File: src/rtl/gnlk_pkg.sv
package gnlk_pkg;
  typedef enum logic [2:0] {
    ST_FREE = 3'd0,
    ST_ACQ  = 3'd1,
    ST_LOCK = 3'd2,
    ST_HOLD = 3'd3,
    ST_LORF = 3'd4
  } gnlk_state_t;
endpackage

File: src/rtl/gnlk_port_sel.sv
module gnlk_port_sel (
  input  logic clk,
  input  logic rst_n,
  input  logic sel_b,
  input  logic hs_a,
  input  logic vs_a,
  input  logic hs_b,
  input  logic vs_b,
  output logic hs_rise,
  output logic vs_rise
);
  localparam int NSIG = 2;
  logic [NSIG-1:0] sig_sel;
  logic [NSIG-1:0] sig_q;
  logic [NSIG-1:0] sig_rise;

  assign sig_sel = sel_b ? {vs_b, hs_b} : {vs_a, hs_a};

  for (genvar g = 0; g < NSIG; g++) begin : g_edge
    always_ff @(posedge clk or negedge rst_n) begin
      if (!rst_n) sig_q[g] <= 1'b0;
      else        sig_q[g] <= sig_sel[g];
    end
    assign sig_rise[g] = sig_sel[g] & ~sig_q[g];
  end

  assign hs_rise = sig_rise[0];
  assign vs_rise = sig_rise[1];
endmodule

File: src/rtl/gnlk_hmeas.sv
module gnlk_hmeas #(
  parameter int CNT_W     = 12,
  parameter int ERR_W     = 4,
  parameter int MAX_LINES = 1200
) (
  input  logic             clk,
  input  logic             rst_n,
  input  logic             hs_rise,
  input  logic             vs_rise,
  input  logic [CNT_W-1:0] exp_per,
  input  logic [ERR_W-1:0] tol,
  output logic             line_good,
  output logic             line_bad,
  output logic             hs_tmo,
  output logic             vs_fault
);
  localparam int LW = $clog2(MAX_LINES + 1);
  localparam logic [CNT_W-1:0] CNT_MAX = {CNT_W{1'b1}};
  localparam logic [LW-1:0] LINES_LIM = LW'(MAX_LINES);

  logic [CNT_W-1:0] cnt_q, cnt_d;
  logic             have_q, have_d;
  logic             tmo_q, tmo_d;
  logic [LW-1:0]    lines_q, lines_d;
  logic [CNT_W:0]   per, exp_x, diff, thr;
  logic             verdict;

  assign per     = {1'b0, cnt_q} + 1'b1;
  assign exp_x   = {1'b0, exp_per};
  assign diff    = (per > exp_x) ? (per - exp_x) : (exp_x - per);
  assign thr     = {{(CNT_W + 1 - ERR_W){1'b0}}, tol} + 1'b1;
  assign verdict = hs_rise & have_q & ~tmo_q;

  assign line_good = verdict & (diff <= thr);
  assign line_bad  = verdict & (diff > thr);
  assign hs_tmo    = ~hs_rise & have_q & ~tmo_q & (per >= {exp_per, 1'b0});
  assign vs_fault  = (lines_q == LINES_LIM);

  always_comb begin
    cnt_d   = cnt_q;
    have_d  = have_q;
    tmo_d   = tmo_q;
    lines_d = lines_q;
    if (hs_rise) begin
      cnt_d  = '0;
      have_d = 1'b1;
      tmo_d  = 1'b0;
    end else begin
      if (cnt_q != CNT_MAX) cnt_d = cnt_q + 1'b1;
      if (hs_tmo) tmo_d = 1'b1;
    end
    if (vs_rise) lines_d = '0;
    else if (hs_rise && !vs_fault) lines_d = lines_q + 1'b1;
  end

  always_ff @(posedge clk or negedge rst_n) begin
    if (!rst_n) begin
      cnt_q   <= '0;
      have_q  <= 1'b0;
      tmo_q   <= 1'b0;
      lines_q <= '0;
    end else begin
      cnt_q   <= cnt_d;
      have_q  <= have_d;
      tmo_q   <= tmo_d;
      lines_q <= lines_d;
    end
  end

  // a timeout is reported once, then held off until the next edge
  assert_tmo_once_R7: assert property (@(posedge clk) disable iff (!rst_n)
    hs_tmo |=> !hs_tmo);
  // a line cannot be judged good and bad together
  assert_verdict_excl_R8: assert property (@(posedge clk) disable iff (!rst_n)
    !(line_good && line_bad));
endmodule

File: src/rtl/gnlk_lor_det.sv
module gnlk_lor_det #(
  parameter int GOOD_LINES = 8,
  parameter int BAD_LINES  = 4
) (
  input  logic clk,
  input  logic rst_n,
  input  logic line_good,
  input  logic line_bad,
  input  logic hs_tmo,
  input  logic vs_fault,
  output logic ref_ok
);
  localparam int GW = $clog2(GOOD_LINES) + 1;
  localparam int BW = $clog2(BAD_LINES) + 1;
  localparam logic [GW-1:0] GOOD_LAST = GW'(GOOD_LINES - 1);
  localparam logic [BW-1:0] BAD_LAST  = BW'(BAD_LINES - 1);

  logic [GW-1:0] good_q, good_d;
  logic [BW-1:0] bad_q, bad_d;
  logic          ok_q, ok_d;

  always_comb begin
    good_d = good_q;
    bad_d  = bad_q;
    ok_d   = ok_q;
    if (hs_tmo || vs_fault) begin
      ok_d   = 1'b0;
      good_d = '0;
      bad_d  = '0;
    end else if (line_good) begin
      bad_d = '0;
      if (ok_q) good_d = '0;
      else if (good_q == GOOD_LAST) begin
        ok_d   = 1'b1;
        good_d = '0;
      end else good_d = good_q + 1'b1;
    end else if (line_bad) begin
      good_d = '0;
      if (!ok_q) bad_d = '0;
      else if (bad_q == BAD_LAST) begin
        ok_d  = 1'b0;
        bad_d = '0;
      end else bad_d = bad_q + 1'b1;
    end
  end

  always_ff @(posedge clk or negedge rst_n) begin
    if (!rst_n) begin
      good_q <= '0;
      bad_q  <= '0;
      ok_q   <= 1'b0;
    end else begin
      good_q <= good_d;
      bad_q  <= bad_d;
      ok_q   <= ok_d;
    end
  end

  assign ref_ok = ok_q;

  // a timeout or missing vertical sync invalidates the reference
  assert_tmo_drops_R7: assert property (@(posedge clk) disable iff (!rst_n)
    (hs_tmo || vs_fault) |=> !ref_ok);
  // no recovery while vertical sync is missing
  assert_no_rise_vsfault_R10: assert property (@(posedge clk) disable iff (!rst_n)
    vs_fault |=> !$rose(ref_ok));
  // a single bad line never drops a reference that was valid for a while
  assert_bad_run_R8: assert property (@(posedge clk) disable iff (!rst_n)
    (ref_ok && $past(ref_ok) && line_bad && !hs_tmo && !vs_fault && bad_q == '0) |=> ref_ok);
endmodule

File: src/rtl/gnlk_lock_filt.sv
module gnlk_lock_filt #(
  parameter int LOCK_CYC = 16
) (
  input  logic clk,
  input  logic rst_n,
  input  logic lock_in,
  output logic lock_ok
);
  localparam int LW = $clog2(LOCK_CYC + 1);
  localparam logic [LW-1:0] LIM = LW'(LOCK_CYC);

  logic [LW-1:0] cnt_q, cnt_d;

  always_comb begin
    if (!lock_in)        cnt_d = '0;
    else if (cnt_q != LIM) cnt_d = cnt_q + 1'b1;
    else                 cnt_d = cnt_q;
  end

  always_ff @(posedge clk or negedge rst_n) begin
    if (!rst_n) cnt_q <= '0;
    else        cnt_q <= cnt_d;
  end

  assign lock_ok = (cnt_q == LIM);

  // lock qualification is lost one clock after the input drops
  assert_lock_drop_R9: assert property (@(posedge clk) disable iff (!rst_n)
    !lock_in |=> !lock_ok);
endmodule

File: src/rtl/genlock_ref_ctrl.sv
module genlock_ref_ctrl #(
  parameter int CNT_W      = 12,
  parameter int ERR_W      = 4,
  parameter int MAX_LINES  = 1200,
  parameter int GOOD_LINES = 8,
  parameter int BAD_LINES  = 4,
  parameter int LOCK_CYC   = 16
) (
  input  logic             clk,
  input  logic             rst_n,
  input  logic             cfg_genlock,
  input  logic             cfg_hold,
  input  logic             cfg_port_b,
  input  logic [CNT_W-1:0] cfg_h_expect,
  input  logic [ERR_W-1:0] cfg_h_tol,
  input  logic             ref_a_hsync,
  input  logic             ref_a_vsync,
  input  logic             ref_b_hsync,
  input  logic             ref_b_vsync,
  input  logic             pll_lock_in,
  output logic             lpf_hiz_en,
  output logic             flag_no_ref,
  output logic             flag_no_lock
);
  import gnlk_pkg::*;

  logic [1:0] rs_q;
  logic       rst_i;
  logic       hs_rise, vs_rise;
  logic       line_good, line_bad, hs_tmo, vs_fault;
  logic       ref_ok, lock_ok;
  gnlk_state_t state_q, state_d, lor_tgt;

  always_ff @(posedge clk or negedge rst_n) begin
    if (!rst_n) rs_q <= 2'b00;
    else        rs_q <= {rs_q[0], 1'b1};
  end
  assign rst_i = rs_q[1];

  gnlk_port_sel u_sel (
    .clk(clk), .rst_n(rst_i), .sel_b(cfg_port_b),
    .hs_a(ref_a_hsync), .vs_a(ref_a_vsync),
    .hs_b(ref_b_hsync), .vs_b(ref_b_vsync),
    .hs_rise(hs_rise), .vs_rise(vs_rise)
  );

  gnlk_hmeas #(.CNT_W(CNT_W), .ERR_W(ERR_W), .MAX_LINES(MAX_LINES)) u_meas (
    .clk(clk), .rst_n(rst_i), .hs_rise(hs_rise), .vs_rise(vs_rise),
    .exp_per(cfg_h_expect), .tol(cfg_h_tol),
    .line_good(line_good), .line_bad(line_bad),
    .hs_tmo(hs_tmo), .vs_fault(vs_fault)
  );

  gnlk_lor_det #(.GOOD_LINES(GOOD_LINES), .BAD_LINES(BAD_LINES)) u_lor (
    .clk(clk), .rst_n(rst_i), .line_good(line_good), .line_bad(line_bad),
    .hs_tmo(hs_tmo), .vs_fault(vs_fault), .ref_ok(ref_ok)
  );

  gnlk_lock_filt #(.LOCK_CYC(LOCK_CYC)) u_lock (
    .clk(clk), .rst_n(rst_i), .lock_in(pll_lock_in), .lock_ok(lock_ok)
  );

  assign lor_tgt = cfg_hold ? ST_HOLD : ST_LORF;

  always_comb begin
    state_d = state_q;
    if (!cfg_genlock) begin
      state_d = ST_FREE;
    end else begin
      unique case (state_q)
        ST_FREE, ST_HOLD, ST_LORF: state_d = ref_ok ? ST_ACQ : lor_tgt;
        ST_ACQ:  state_d = !ref_ok ? lor_tgt : (lock_ok ? ST_LOCK : ST_ACQ);
        ST_LOCK: state_d = !ref_ok ? lor_tgt : (lock_ok ? ST_LOCK : ST_ACQ);
        default: state_d = ST_FREE;
      endcase
    end
  end

  always_ff @(posedge clk or negedge rst_i) begin
    if (!rst_i) state_q <= ST_FREE;
    else        state_q <= state_d;
  end

  assign lpf_hiz_en   = (state_q == ST_HOLD);
  assign flag_no_ref  = (state_q == ST_HOLD) || (state_q == ST_LORF);
  assign flag_no_lock = (state_q != ST_LOCK);

  // free-run mode forces the free state one clock later
  assert_freerun_mode_R1: assert property (@(posedge clk) disable iff (!rst_i)
    !cfg_genlock |=> (state_q == ST_FREE));
  // reference loss with holdover selected tri-states the loop filter next clock
  assert_hold_entry_R3: assert property (@(posedge clk) disable iff (!rst_i)
    (cfg_genlock && cfg_hold && !ref_ok && state_q == ST_LOCK) |=> lpf_hiz_en);
  // a returning reference is acted on without delay
  assert_return_R5: assert property (@(posedge clk) disable iff (!rst_i)
    (cfg_genlock && ref_ok && flag_no_ref) |=> (state_q == ST_ACQ));
  // locked is only entered with a qualified lock indication
  assert_lock_entry_R9: assert property (@(posedge clk) disable iff (!rst_i)
    $rose(state_q == ST_LOCK) |-> $past(lock_ok));
endmodule

File: config.mk
export PLATFORM = sky130hd
export DESIGN_NAME = genlock_ref_ctrl
export DESIGN_NICKNAME = d
export VERILOG_FILES = /design/src/rtl/gnlk_pkg.sv /design/src/rtl/gnlk_port_sel.sv /design/src/rtl/gnlk_hmeas.sv /design/src/rtl/gnlk_lor_det.sv /design/src/rtl/gnlk_lock_filt.sv /design/src/rtl/genlock_ref_ctrl.sv
export SDC_FILE = /design/constraint.sdc
export NUM_CORES = 1
export LEC_CHECK = 0
export ABC_AREA = 1
export BUFFER_PORTS_ARGS = -buffer_cell sky130_fd_sc_hd__buf_2
export CELL_PAD_IN_SITES_DETAIL_PLACEMENT = 1
export CELL_PAD_IN_SITES_GLOBAL_PLACEMENT = 2
export CORE_ASPECT_RATIO = 0.6
export CORE_MARGIN = 5
export CORE_UTILIZATION = 39
export CTS_BUF_LIST = sky130_fd_sc_hd__clkbuf_4 sky130_fd_sc_hd__clkbuf_8
export DETAILED_ROUTE_END_ITERATION = 8
export GPL_TIMING_DRIVEN = 0
export PLACE_DENSITY = 0.86
export SYNTH_ARGS = -nofsm -noshare
export SYNTH_HDL_FRONTEND = slang
export SYNTH_SLANG_ARGS = --single-unit
File: constraint.sdc
create_clock -name clk -period 3.7 [get_ports clk]
set_input_delay 0 -clock clk [delete_from_list [all_inputs] [get_ports clk]]
set_output_delay 0 -clock clk [all_outputs]
set_load 0.01 [all_outputs]
==> Implementation_results.wiki, run 1 <==
{| class="wikitable"
! Metric !! Value
|-
| Result of the run || complete, but fails checks
|-
| Violations in the final reports || setup timing
|-
| Final hold viol count || 0
|-
| Number of nets in the synthesized netlist || 720
|-
| Rows || 29
|-
| TritonCTS Sinks || 45
|-
| Antenna violations before repair || 0
|-
| CP Depth || 29
|-
| Top flip-flop cell by instance count after synthesis || sky130_fd_sc_hd__dfrtp_1
|-
| Total power consumption of the routed design || 2.04 mW
|-
| Drt drc || 0
|-
| Hold Crit Start || ref_a_vsync
|-
| Critical path class || flip-flop to flip-flop
|-
| Seq. cell area || 1130 sq um
|-
| Total routing resource utilization after global routing || 21.2%
|-
| Filler-free cell count of the finished design || 855
|-
| Via count normalized by instance count || 5.14
|-
| FILL cells || 1392
|-
| Total area of multi-input combinational cells || 3010 sq um
|-
| Distinct cell type count of the synthesized netlist || 41
|-
| Maximum fanout encountered on the critical timing path || 6
|-
| Cell at the root of the clock tree || sky130_fd_sc_hd__clkbuf_8
|-
| FF-to-FF path depth || 29
|-
| Met1 Resource Use GR || 33.3%
|-
| Global-route wire length before repair || 23.0 mm
|-
| Dominant cells by area after synthesis || sky130_fd_sc_hd__dfrtp_1 (26%), sky130_fd_sc_hd__ha_1 (14%), sky130_fd_sc_hd__nand2_1 (14%)
|-
| Syn Std Cell Area || 4370 sq um
|-
| I/O pins || 29
|-
| Count of placed standard cells including taps || 810
|-
| Global Route met3 Usage || 4.73%
|-
| First-pass iteration count of the detailed router || 4
|-
| Cell type with the largest total area after synthesis || sky130_fd_sc_hd__dfrtp_1
|-
| Path category of the worst min-delay check || input pin to flip-flop
|-
| Pwr per Cell Area || 378 nW/um^2
|-
| DRT antenna net count || 0
|-
| Share of synthesized flip-flops with an asynchronous set or reset || 100%
|-
| Delay of the slowest cell on the worst path || 0.44 ns
|-
| Endpoint of the worst hold-timing path || u_sel.sig_q[1]
|-
| Synthesized area per cell || 6.80 sq um
|-
| Routed wire length || 14.2 mm
|-
| Critical path data arrival time || 4.32 ns
|-
| Data required time at the worst endpoint || 3.89 ns
|-
| Met2 capacity usage during global routing || 30.1%
|-
| Part of the total power dissipated in sequential elements || 28.5%
|-
| Core region area || 10700 sq um
|-
| Relative slew margins || 63.1%
|-
| Total of warnings raised by yosys || 0
|-
| CTS H-Tree Depth || 2
|-
| Share of power burned in combinational logic || 51.7%
|-
| Switching power || 866 uW
|-
| Seq cells post-synth || 45
|-
| Clock Skews || 0.00547 ns
|-
| Number of endpoints failing setup at the final stage || 8
|-
| Reg-to-Reg Start || u_meas.cnt_q[2]
|-
| Height of the chip || 92.0 um
|-
| Lkg Pwr || 2.85 nW
|-
| Most prevalent standard cell on the critical path || sky130_fd_sc_hd__nand2_4
|-
| Setup slack on the worst flop-to-flop path || -0.44 ns
|-
| Final instance area || 5400 sq um
|-
| Final HPWL DP || 11.2 mm
|-
| Total via count in the routed design || 4395
|-
| Die width || 147 um
|-
| Largest net degree at the start of global routing || 23
|-
| Slowest CP cell || sky130_fd_sc_hd__dfrtp_1
|-
| Number of buffers and inverters on the critical path || 4
|-
| Clock transition at the registers of the reported paths || 0.09 ns
|-
| Effective utilization at floorplan || 40.6%
|-
| Endpoint class of the critical path || flip-flop
|-
| Post-route clock period utilization || 112%
|-
| Worst Setup Start Kind || flip-flop
|-
| Actual slew at the worst max-slew pin || 0.554 ns
|-
| Setup WS pre-CTS || -1.04 ns
|-
| Number of global-route vias before repair || 4467
|-
| Fmax || 0.242 GHz
|-
| Share of Yosys cell area claimed by the top area cell type || 25.8%
|-
| VDD IR-drop max || 0.000213 V
|-
| Clock tree from TritonCTS || built
|-
| Violation count after the first detailed-routing iteration || 224
|-
| Remaining global-route overflow || 0
|-
| Top Usage Layer GRT || met1
|-
| Cell family with most CP delay || simple AND/OR/NAND/NOR gates
|-
| Antenna cells || 0
|-
| Total clock buffers created by CTS || 5
|-
| Synthesis-to-layout area growth || 23.7%
|-
| Buffer levels on the longest clock path || 2
|-
| Number of buffers inserted by port buffering || 28
|-
| Routability cong. || 0.860
|-
| Crit path setup slack, layout || -0.436 ns
|-
| Share of layout cells above drive strength 1 || 22.8%
|-
| Int Pwr || 1.17 mW
|-
| Number of nets in the final layout || 793
|-
| Hold path depth || 3
|-
| Minimum clock period after layout || 4.14 ns
|-
| Synthesized netlist cell count || 642
|-
| Endpoint of the worst register-to-register path || u_lor.bad_q[1]
|-
| Post-synth EDFFs || 0
|-
| Die ar. || 13500 sq um
|-
| RSZ-0062 raised after global routing || yes
|-
| Clock latency of the later-clocked register in the worst-skew pair || 0.31 ns
|-
| Clock network power share || 19.8%
|-
| Sequential cell area fraction in the yosys report || 25.8%
|-
| Final routed wire length divided by cell count || 16.7 um
|-
| Placement-stage cell area || 4780 sq um
|-
| Proportion of total power due to net switching || 42.5%
|-
| Max-slew violations || 0
|-
| Worst hold slack across all endpoints || 0.0394 ns
|-
| Count of maximum capacitance violations || 0
|}
Yosys cell counts (all sizes together), types with 2 or more instances:
master    n
xor2     11
nand3    51
clkbuf    2
nand3b    2
or2       2
nand2   180
xnor2     4
buf       3
o21bai    2
nor3     10
nand4    19
dfrtp    45
inv     123
o21ai    33
fa        2
ha       50
nor2     49
a21oi    42
mux2i     2
state kept, by name, summed over array words and instances, names as in the netlist:
register / cells
u_meas.cnt_q: 12
u_meas.have_q: 1
u_lock.cnt_q: 5
rs_q: 2
u_meas.tmo_q: 1
state_q: 3
u_lor.good_q: 4
u_lor.bad_q: 3
u_sel.sig_q: 2
u_meas.lines_q: 11
u_lor.ref_ok: 1
layer usage:
layer  vias to the layer above  routed length, um
li1                       2181                  -
met1                      2128               7760
met2                        79               5660
met3                         7                773
met4                         0                 46
met5                         -                  0
worst max-delay path by stage:
stage | slack (ns) | from | end
floorplan | 0.007 | u_meas.cnt_q[0] | u_lor.bad_q[2]
global placement | -0.94 | u_meas.cnt_q[0] | u_lor.bad_q[2]
global route | -0.72 | u_meas.cnt_q[2] | u_lor.bad_q[1]
detailed placement | -1.04 | u_meas.cnt_q[0] | u_lor.bad_q[1]
CTS | -0.46 | u_meas.cnt_q[0] | u_lor.bad_q[1]
finish | -0.44 | u_meas.cnt_q[2] | u_lor.bad_q[1]
worst register-to-register path: cells and delay by family, from the launching register on:
family,cells,cell delay (ns)
simple gates,17,1.82
fa+ha+maj,2,0.56
xor+xnor,2,0.48
flops,1,0.44
compound gates,4,0.41
buf+inv,4,0.33
through the flow:
step	util [%]	TNS [ns]
global placement	44.2	-7.20
global route	50.3	-5.54
CTS	48.8	-3.43
floorplan	-	0
detailed placement	44.5	-8.02
finish	50.3	-3.24
cell families (layout without fill, tap and decap cells):
family	count (synthesis)	count (layout)	share of synthesized area (%)
compound gates	84	84	10.4
xor+xnor	15	15	3.01
fa+ha+maj	52	52	15.2
buf+inv	128	202	11.3
flops	45	45	25.8
mux	2	2	0.459
other cells	1	1	0.0859
simple gates	315	315	33.7
cell type report:
class / count / share of cell area, %
Clock inverter: 2 / 0.695
Timing Repair Buffer: 66 / 8.64
Buffer: 5 / 0.533
Sequential cell: 45 / 20.9
Tap cell: 139 / 3.22
Inverter: 123 / 8.67
Clock buffer: 6 / 1.53
Multi-Input combinational cell: 469 / 55.8
timing repair:
action,in CTS,in global routing
setup endpoints to repair,8,8
hold buffers,7,0
pin swaps,21,23
endpoints found under the hold margin,11,0
setup buffers,23,9
gates resized for setup,23,26
placed cells by master (no fill, tap or decap), types with 2 or more instances in the layout:
cell,instances
sky130_fd_sc_hd__a21oi_1,35
sky130_fd_sc_hd__a21oi_2,7
sky130_fd_sc_hd__buf_2,30
sky130_fd_sc_hd__buf_4,29
sky130_fd_sc_hd__buf_6,2
sky130_fd_sc_hd__clkbuf_1,2
sky130_fd_sc_hd__clkbuf_8,6
sky130_fd_sc_hd__clkinvlp_4,2
sky130_fd_sc_hd__dfrtp_1,42
sky130_fd_sc_hd__dfrtp_2,3
sky130_fd_sc_hd__dlygate4sd3_1,7
sky130_fd_sc_hd__fa_1,2
sky130_fd_sc_hd__ha_1,40
sky130_fd_sc_hd__ha_2,2
sky130_fd_sc_hd__ha_4,8
sky130_fd_sc_hd__inv_1,111
sky130_fd_sc_hd__inv_2,10
sky130_fd_sc_hd__nand2_1,155
sky130_fd_sc_hd__nand2_2,19
sky130_fd_sc_hd__nand2_4,6
sky130_fd_sc_hd__nand3_1,46
sky130_fd_sc_hd__nand3_2,5
sky130_fd_sc_hd__nand3b_1,2
sky130_fd_sc_hd__nand4_1,19
sky130_fd_sc_hd__nor2_1,34
sky130_fd_sc_hd__nor2_2,7
sky130_fd_sc_hd__nor2_4,8
sky130_fd_sc_hd__nor3_1,7
sky130_fd_sc_hd__nor3_4,2
sky130_fd_sc_hd__o21ai_0,28
sky130_fd_sc_hd__o21ai_1,3
sky130_fd_sc_hd__o21ai_2,2
sky130_fd_sc_hd__o21bai_1,2
sky130_fd_sc_hd__or2_2,2
sky130_fd_sc_hd__xnor2_1,2
sky130_fd_sc_hd__xnor2_2,2
sky130_fd_sc_hd__xor2_1,6
sky130_fd_sc_hd__xor2_2,5
power groups by stage:
stage	combinational [mW]	clock, mW	sequential [mW]
finish	1.05	0.404	0.580
global route	1.18	0.442	0.586
CTS	0.931	0.413	0.577
detailed placement	0.861	0	0.586
global placement	0.824	0	0.588
floorplan	0.629	0	0.576
No activity file was read; power rests on OpenSTA's default activity.
==> inputs of run 2 (changes only) <==
Settings changed: PLACE_DENSITY 0.86 to 0.92, TNS_END_PERCENT set to 20.
==> run 2 against run 1 <==
Against the previous run: cell count unchanged; maximum frequency down 1.1%; sequential share of layout area up 0.19 points; worst setup slack worse by 0.046 ns; power down 4.5%; the flow still finishes with violations (setup timing); register-to-register slack worse by 0.05 ns; global-route usage up 0.13 points.
==> Implementation_results.wiki, run 2 (synthesized netlist as in run 1, its figures left out) <==
{| class="wikitable"
! Metric !! Value
|-
| Die ar. || 13500 sq um
|-
| Share of layout cells above drive strength 1 || 22.1%
|-
| Endpoint class of the critical path || flip-flop
|-
| Seq. cell area || 1130 sq um
|-
| Final HPWL DP || 11.3 mm
|-
| Number of buffers inserted by port buffering || 28
|-
| Global-route wire length before repair || 23.1 mm
|-
| Routed wire length || 14.2 mm
|-
| Setup WS pre-CTS || -1.05 ns
|-
| Violations in the final reports || setup timing
|-
| Clock latency of the later-clocked register in the worst-skew pair || 0.31 ns
|-
| Critical path data arrival time || 4.39 ns
|-
| FILL cells || 1400
|-
| Buffer levels on the longest clock path || 2
|-
| Fmax || 0.239 GHz
|-
| Die width || 147 um
|-
| Rows || 29
|-
| Remaining global-route overflow || 0
|-
| Clock tree from TritonCTS || built
|-
| Delay of the slowest cell on the worst path || 0.44 ns
|-
| Filler-free cell count of the finished design || 855
|-
| Register ranked first by flip-flop count || u_meas.cnt_q
|-
| Part of the total power dissipated in sequential elements || 29.5%
|-
| Switching power || 856 uW
|-
| Result of the run || complete, but fails checks
|-
| Data required time at the worst endpoint || 3.90 ns
|-
| Height of the chip || 92.0 um
|-
| Crit path setup slack, layout || -0.481 ns
|-
| Antenna cells || 0
|-
| Routability cong. || 0.873
|-
| Antenna violations before repair || 0
|-
| Worst Setup Start Kind || flip-flop
|-
| Share of power burned in combinational logic || 53.5%
|-
| Largest net degree at the start of global routing || 38
|-
| Clock transition at the registers of the reported paths || 0.09 ns
|-
| Clock Skews || 0.00946 ns
|-
| Most prevalent standard cell on the critical path || sky130_fd_sc_hd__nand2_4
|-
| Max-slew violations || 0
|-
| Hold Crit Start || cfg_port_b
|-
| CTS H-Tree Depth || 2
|-
| Most frequent cells in the layout || sky130_fd_sc_hd__nand2_1 (158), sky130_fd_sc_hd__inv_1 (111), sky130_fd_sc_hd__nand3_1 (46), sky130_fd_sc_hd__ha_1 (42), sky130_fd_sc_hd__dfrtp_1 (41)
|-
| Total routing resource utilization after global routing || 21.3%
|-
| Synthesis-to-layout area growth || 22.7%
|-
| Drt drc || 0
|-
| Proportion of total power due to net switching || 43.9%
|-
| Count of placed standard cells including taps || 810
|-
| Worst setup path startpoint || u_meas.cnt_q[0]
|-
| Number of global-route vias before repair || 4587
|-
| Number of nets in the final layout || 794
|-
| Most common cell after layout, fill and taps aside || sky130_fd_sc_hd__nand2_1
|-
| Flip-flop count of the largest register after layout || 12
|-
| Violation count after the first detailed-routing iteration || 190
|-
| I/O pins || 29
|-
| Pwr per Cell Area || 364 nW/um^2
|-
| Total clock buffers created by CTS || 5
|-
| Critical path class || flip-flop to flip-flop
|-
| Count of maximum capacitance violations || 0
|-
| Cell at the root of the clock tree || sky130_fd_sc_hd__clkbuf_8
|-
| Biggest regs || u_meas.cnt_q (12), u_meas.lines_q (11), u_lock.cnt_q (5)
|-
| DRT antenna net count || 0
|-
| Lkg Pwr || 2.86 nW
|-
| Path category of the worst min-delay check || input pin to flip-flop
|-
| TritonCTS Sinks || 45
|-
| Maximum fanout encountered on the critical timing path || 6
|-
| Core region area || 10700 sq um
|-
| Final hold viol count || 0
|-
| Total via count in the routed design || 4422
|-
| Clock network power share || 17.0%
|-
| VDD IR-drop max || 0.000192 V
|-
| First-pass iteration count of the detailed router || 5
|-
| Final routed wire length divided by cell count || 16.6 um
|-
| Via count normalized by instance count || 5.17
|-
| Minimum clock period after layout || 4.18 ns
|-
| Int Pwr || 1.09 mW
|-
| Post-route clock period utilization || 113%
|-
| Total area of multi-input combinational cells || 2990 sq um
|-
| Effective utilization at floorplan || 40.6%
|-
| Slowest CP cell || sky130_fd_sc_hd__dfrtp_2
|-
| Reg-to-Reg Start || u_meas.cnt_q[0]
|-
| Number of endpoints failing setup at the final stage || 8
|-
| RSZ-0062 raised after global routing || yes
|}
==> run 2: cell count changes in the layout (fill, tap and decap cells not counted), sizes merged <==
cell         before  now
bufinv            1    0
clkbuf            8    9
clkinvlp          2    1
dlygate4sd3       7    8
==> run 2: final timing paths <==
path / end / slack (ns) / depth (start not counted)
max in group asynchronous: rs_q[1] / 3.05 / 3
min in group asynchronous: u_meas.lines_q[9] / 0.11 / 0
setup reg to reg: u_lor.bad_q[2] / -0.48 / 28
setup / recovery: u_lor.bad_q[2] / -0.48 / 28
hold reg to reg: u_meas.lines_q[9] / 0.11 / 0
hold / removal: u_sel.sig_q[1] / 0.007 / 3
==> run 2: metal layers <==
layer | share of wire [%] | vias to the layer above | GRT usage (%)
li1 | - | 2197 | -
met1 | 53 | 2148 | 31.8
met2 | 42 | 68 | 32.3
met3 | 4.9 | 9 | 4.63
met4 | 0.75 | 0 | 3.05
met5 | 0 | - | 0
==> run 2: layout make-up <==
type / count / area share (%)
buffer: 5 / 0.537
clock buffer: 7 / 1.68
inverter: 123 / 8.74
multi-input combinational: 469 / 55.8
sequential: 45 / 21.1
tap: 139 / 3.25
timing repair buffer: 67 / 8.92
==> run 2: per-stage QoR <==
step                area, sq um  setup TNS (ns)  utilization, %  hold WS [ns]  power [mW]
floorplan                  4430               0               -        -0.296        1.20
global placement           4750           -6.87            44.2        -0.215        1.41
detailed placement         4770           -8.05            44.4        -0.212        1.45
CTS                        5290           -3.47            49.2       0.00275        1.92
global route               5360           -5.57            49.9        0.0297        2.11
finish                     5360           -3.61            49.9       0.00727        1.95
==> run 2: power by group through the flow <==
stage | sequential (mW) | clock, mW | combinational (mW)
2_1_floorplan | 0.576 | 0 | 0.629
3_3_place_gp | 0.588 | 0 | 0.820
3_5_place_dp | 0.584 | 0 | 0.870
4_1_cts | 0.571 | 0.341 | 1.01
5_1_grt | 0.582 | 0.356 | 1.18
6_report | 0.575 | 0.332 | 1.04
==> run 2: repair_timing <==
| item | in CTS | in global routing |
|---|---|---|
| hold buffers | 8 | 0 |
| gates resized for setup | 37 | 8 |
| buffers inserted | 24 | 6 |
| endpoints found under the hold margin | 12 | 0 |
| setup endpoints to repair | 8 | 9 |
| pin swaps | 21 | 19 |
==> run 2: worst max-delay path: cells and delay by family, from the launching register on <==
kind | cells | cell delay, ns
and+or+nand+nor | 16 | 1.65
adders and majority gates | 3 | 0.80
xor gates and xnor gates | 2 | 0.50
DFF | 1 | 0.44
AOI/OAI and AO/OA | 4 | 0.38
buffers and inverters | 3 | 0.31
==> inputs of run 3 (changes only) <==
Settings changed: CORE_UTILIZATION 39 to 38, CTS_BUF_LIST sky130_fd_sc_hd__clkbuf_4 sky130_fd_sc_hd__clkbuf_8 to not set, PLACE_DENSITY 0.92 to 0.9.
==> run 3 against run 2 <==
Against the previous run: the run still ends with setup timing left; non-clock buffer count is the same; via count shrank 1.8%; flip-flop and latch count unchanged; core utilization fell by 1.1 points; cell count increased by 0.70%; global-route usage is 1.5 points lower; worst hold slack better by 0.035 ns; register-to-register slack better by 0.05 ns; routed wire length is 4.2% lower; sequential share of layout area fell by 0.51 points; critical path type unchanged; largest power group unchanged; highest routed layer unchanged.
==> Implementation_results.wiki, run 3 (synthesized netlist as in run 1, its figures left out) <==
{| class="wikitable"
! Metric !! Value
|-
| Result of the run || complete, but fails checks
|-
| Violations in the final reports || setup timing
|-
| Actual slew at the worst max-slew pin || 0.592 ns
|-
| Worst Setup Start Kind || flip-flop
|-
| Height of the chip || 93.0 um
|-
| Post-route clock period utilization || 112%
|-
| Top Usage Layer GRT || met1
|-
| Clock Skews || 0.00772 ns
|-
| Count of placed standard cells including taps || 815
|-
| Crit path setup slack, layout || -0.432 ns
|-
| Largest net degree at the start of global routing || 40
|-
| Cell family with most CP delay || simple AND/OR/NAND/NOR gates
|-
| Total power consumption of the routed design || 2.16 mW
|-
| CP Depth || 27
|-
| Drt drc || 0
|-
| Most common cell after layout, fill and taps aside || sky130_fd_sc_hd__nand2_1
|-
| Number of buffers inserted by port buffering || 28
|-
| Clock tree from TritonCTS || built
|-
| Setup WS pre-CTS || -1.06 ns
|-
| RSZ-0062 raised after global routing || yes
|-
| Total clock buffers created by CTS || 5
|-
| Hold path depth || 3
|-
| Flip-flop count of the largest register after layout || 12
|-
| Final routed wire length divided by cell count || 15.8 um
|-
| Number of global-route vias before repair || 4305
|-
| Via count normalized by instance count || 5.04
|-
| Minimum clock period after layout || 4.13 ns
|-
| Final instance area || 5490 sq um
|-
| Count of maximum capacitance violations || 0
|-
| Antenna violations before repair || 0
|-
| DRT antenna net count || 0
|-
| Routability cong. || 0.889
|-
| Remaining global-route overflow || 0
|-
| Most frequent cells in the layout || sky130_fd_sc_hd__nand2_1 (158), sky130_fd_sc_hd__inv_1 (111), sky130_fd_sc_hd__nand3_1 (45), sky130_fd_sc_hd__dfrtp_1 (41), sky130_fd_sc_hd__ha_1 (40)
|-
| Clock latency of the later-clocked register in the worst-skew pair || 0.29 ns
|-
| Global Route met3 Usage || 5.08%
|-
| Number of endpoints failing setup at the final stage || 8
|-
| Endpoint class of the critical path || flip-flop
|-
| Pwr per Cell Area || 394 nW/um^2
|-
| Lkg Pwr || 2.87 nW
|-
| Placement-stage cell area || 4780 sq um
|-
| FF-to-FF path depth || 27
|-
| VDD IR-drop max || 0.000171 V
|-
| Number of buffers and inverters on the critical path || 5
|-
| Buffer levels on the longest clock path || 2
|-
| Total via count in the routed design || 4342
|-
| Share of layout cells above drive strength 1 || 22.6%
|-
| TritonCTS Sinks || 45
|-
| Register ranked first by flip-flop count || u_meas.cnt_q
|-
| Final HPWL DP || 10.9 mm
|-
| Filler-free cell count of the finished design || 861
|-
| Routed wire length || 13.6 mm
|-
| Data required time at the worst endpoint || 3.88 ns
|-
| Most prevalent standard cell on the critical path || sky130_fd_sc_hd__nand2_2
|-
| Clock transition at the registers of the reported paths || 0.06 ns
|-
| Die width || 148 um
|-
| Fmax || 0.242 GHz
|-
| I/O pins || 29
|-
| Delay of the slowest cell on the worst path || 0.41 ns
|-
| Effective utilization at floorplan || 38.8%
|-
| CTS H-Tree Depth || 2
|-
| Synthesis-to-layout area growth || 25.7%
|-
| Cell at the root of the clock tree || sky130_fd_sc_hd__clkbuf_16
|-
| Global-route wire length before repair || 21.7 mm
|-
| Met2 capacity usage during global routing || 28.8%
|-
| Path category of the worst min-delay check || input pin to flip-flop
|-
| Total routing resource utilization after global routing || 19.9%
|-
| Maximum fanout encountered on the critical timing path || 6
|-
| Final hold viol count || 0
|-
| Critical path data arrival time || 4.31 ns
|-
| Total Negative Setup Slacks || -3.19 ns
|-
| Max-slew violations || 0
|-
| Rows || 30
|-
| Violation count after the first detailed-routing iteration || 197
|-
| First-pass iteration count of the detailed router || 4
|-
| Die ar. || 13800 sq um
|-
| Met1 Resource Use GR || 30.5%
|-
| Core region area || 11300 sq um
|-
| Antenna cells || 0
|-
| Relative slew margins || 60.1%
|-
| Number of nets in the final layout || 794
|-
| Slowest CP cell || sky130_fd_sc_hd__dfrtp_2
|-
| Critical path class || flip-flop to flip-flop
|-
| Biggest regs || u_meas.cnt_q (12), u_meas.lines_q (11), u_lock.cnt_q (5)
|}
-- run 3: metrics by stage --
step	hold WS, ns	utilization, %
global placement	-0.215	42.2
CTS	0.0495	47.2
detailed placement	-0.212	42.4
global route	0.0785	48.7
finish	0.0426	48.7
floorplan	-0.296	-
-- run 3: where the power goes --
part / internal (mW) / total [mW] / switching (mW)
combinational: 0.405 / 1.06 / 0.656
clock: 0.337 / 0.531 / 0.193
sequential: 0.533 / 0.574 / 0.0403
total: 1.28 / 2.16 / 0.889
-- run 3: worst min-delay path, cell delays in order --
cell and delay, ns:
sky130_fd_sc_hd__buf_2 0.11, sky130_fd_sc_hd__o21ai_0 0.13, sky130_fd_sc_hd__inv_1 0.06
-- run 3: layout make-up --
class                           instances  area, sq um
Multi-Input combinational cell        469         3020
Tap cell                              144          180
Buffer                                  5         28.8
Clock inverter                          2         37.5
Fill cell                            1460         5770
Clock buffer                            6          139
Timing Repair Buffer                   67          485
Sequential cell                        45         1130
Inverter                              123          468
-- run 3: what timing repair did --
item                                    in CTS  in global routing
gates resized for setup                     28                 21
endpoints found under the setup margin       8                  8
hold buffers                                 8                  0
setup buffers                               19                 11
hold endpoints to repair                    11                  0
pin swaps                                   23                 20
-- run 3: path summary, 6_finish.rpt --
| check | slack [ns] | start | endpoint |
|---|---|---|---|
| setup / recovery | -0.43 | u_meas.cnt_q[1] | u_lor.bad_q[2] |
| hold / removal | 0.04 | cfg_port_b | u_sel.sig_q[1] |
| setup reg to reg | -0.43 | u_meas.cnt_q[1] | u_lor.bad_q[2] |
| hold reg to reg | 0.09 | rs_q[1] | u_meas.lines_q[8] |
| max in group asynchronous | 3.02 | rst_n | rs_q[1] |
| min in group asynchronous | 0.09 | rs_q[1] | u_meas.lines_q[8] |
-- run 3: layer usage --
metal	routed length, um	share of wire [%]	vias up
li1	-	-	2189
met2	5670	42	67
met1	7150	53	2080
met3	731	5.4	6
met4	67	0.49	0
met5	0	0	-
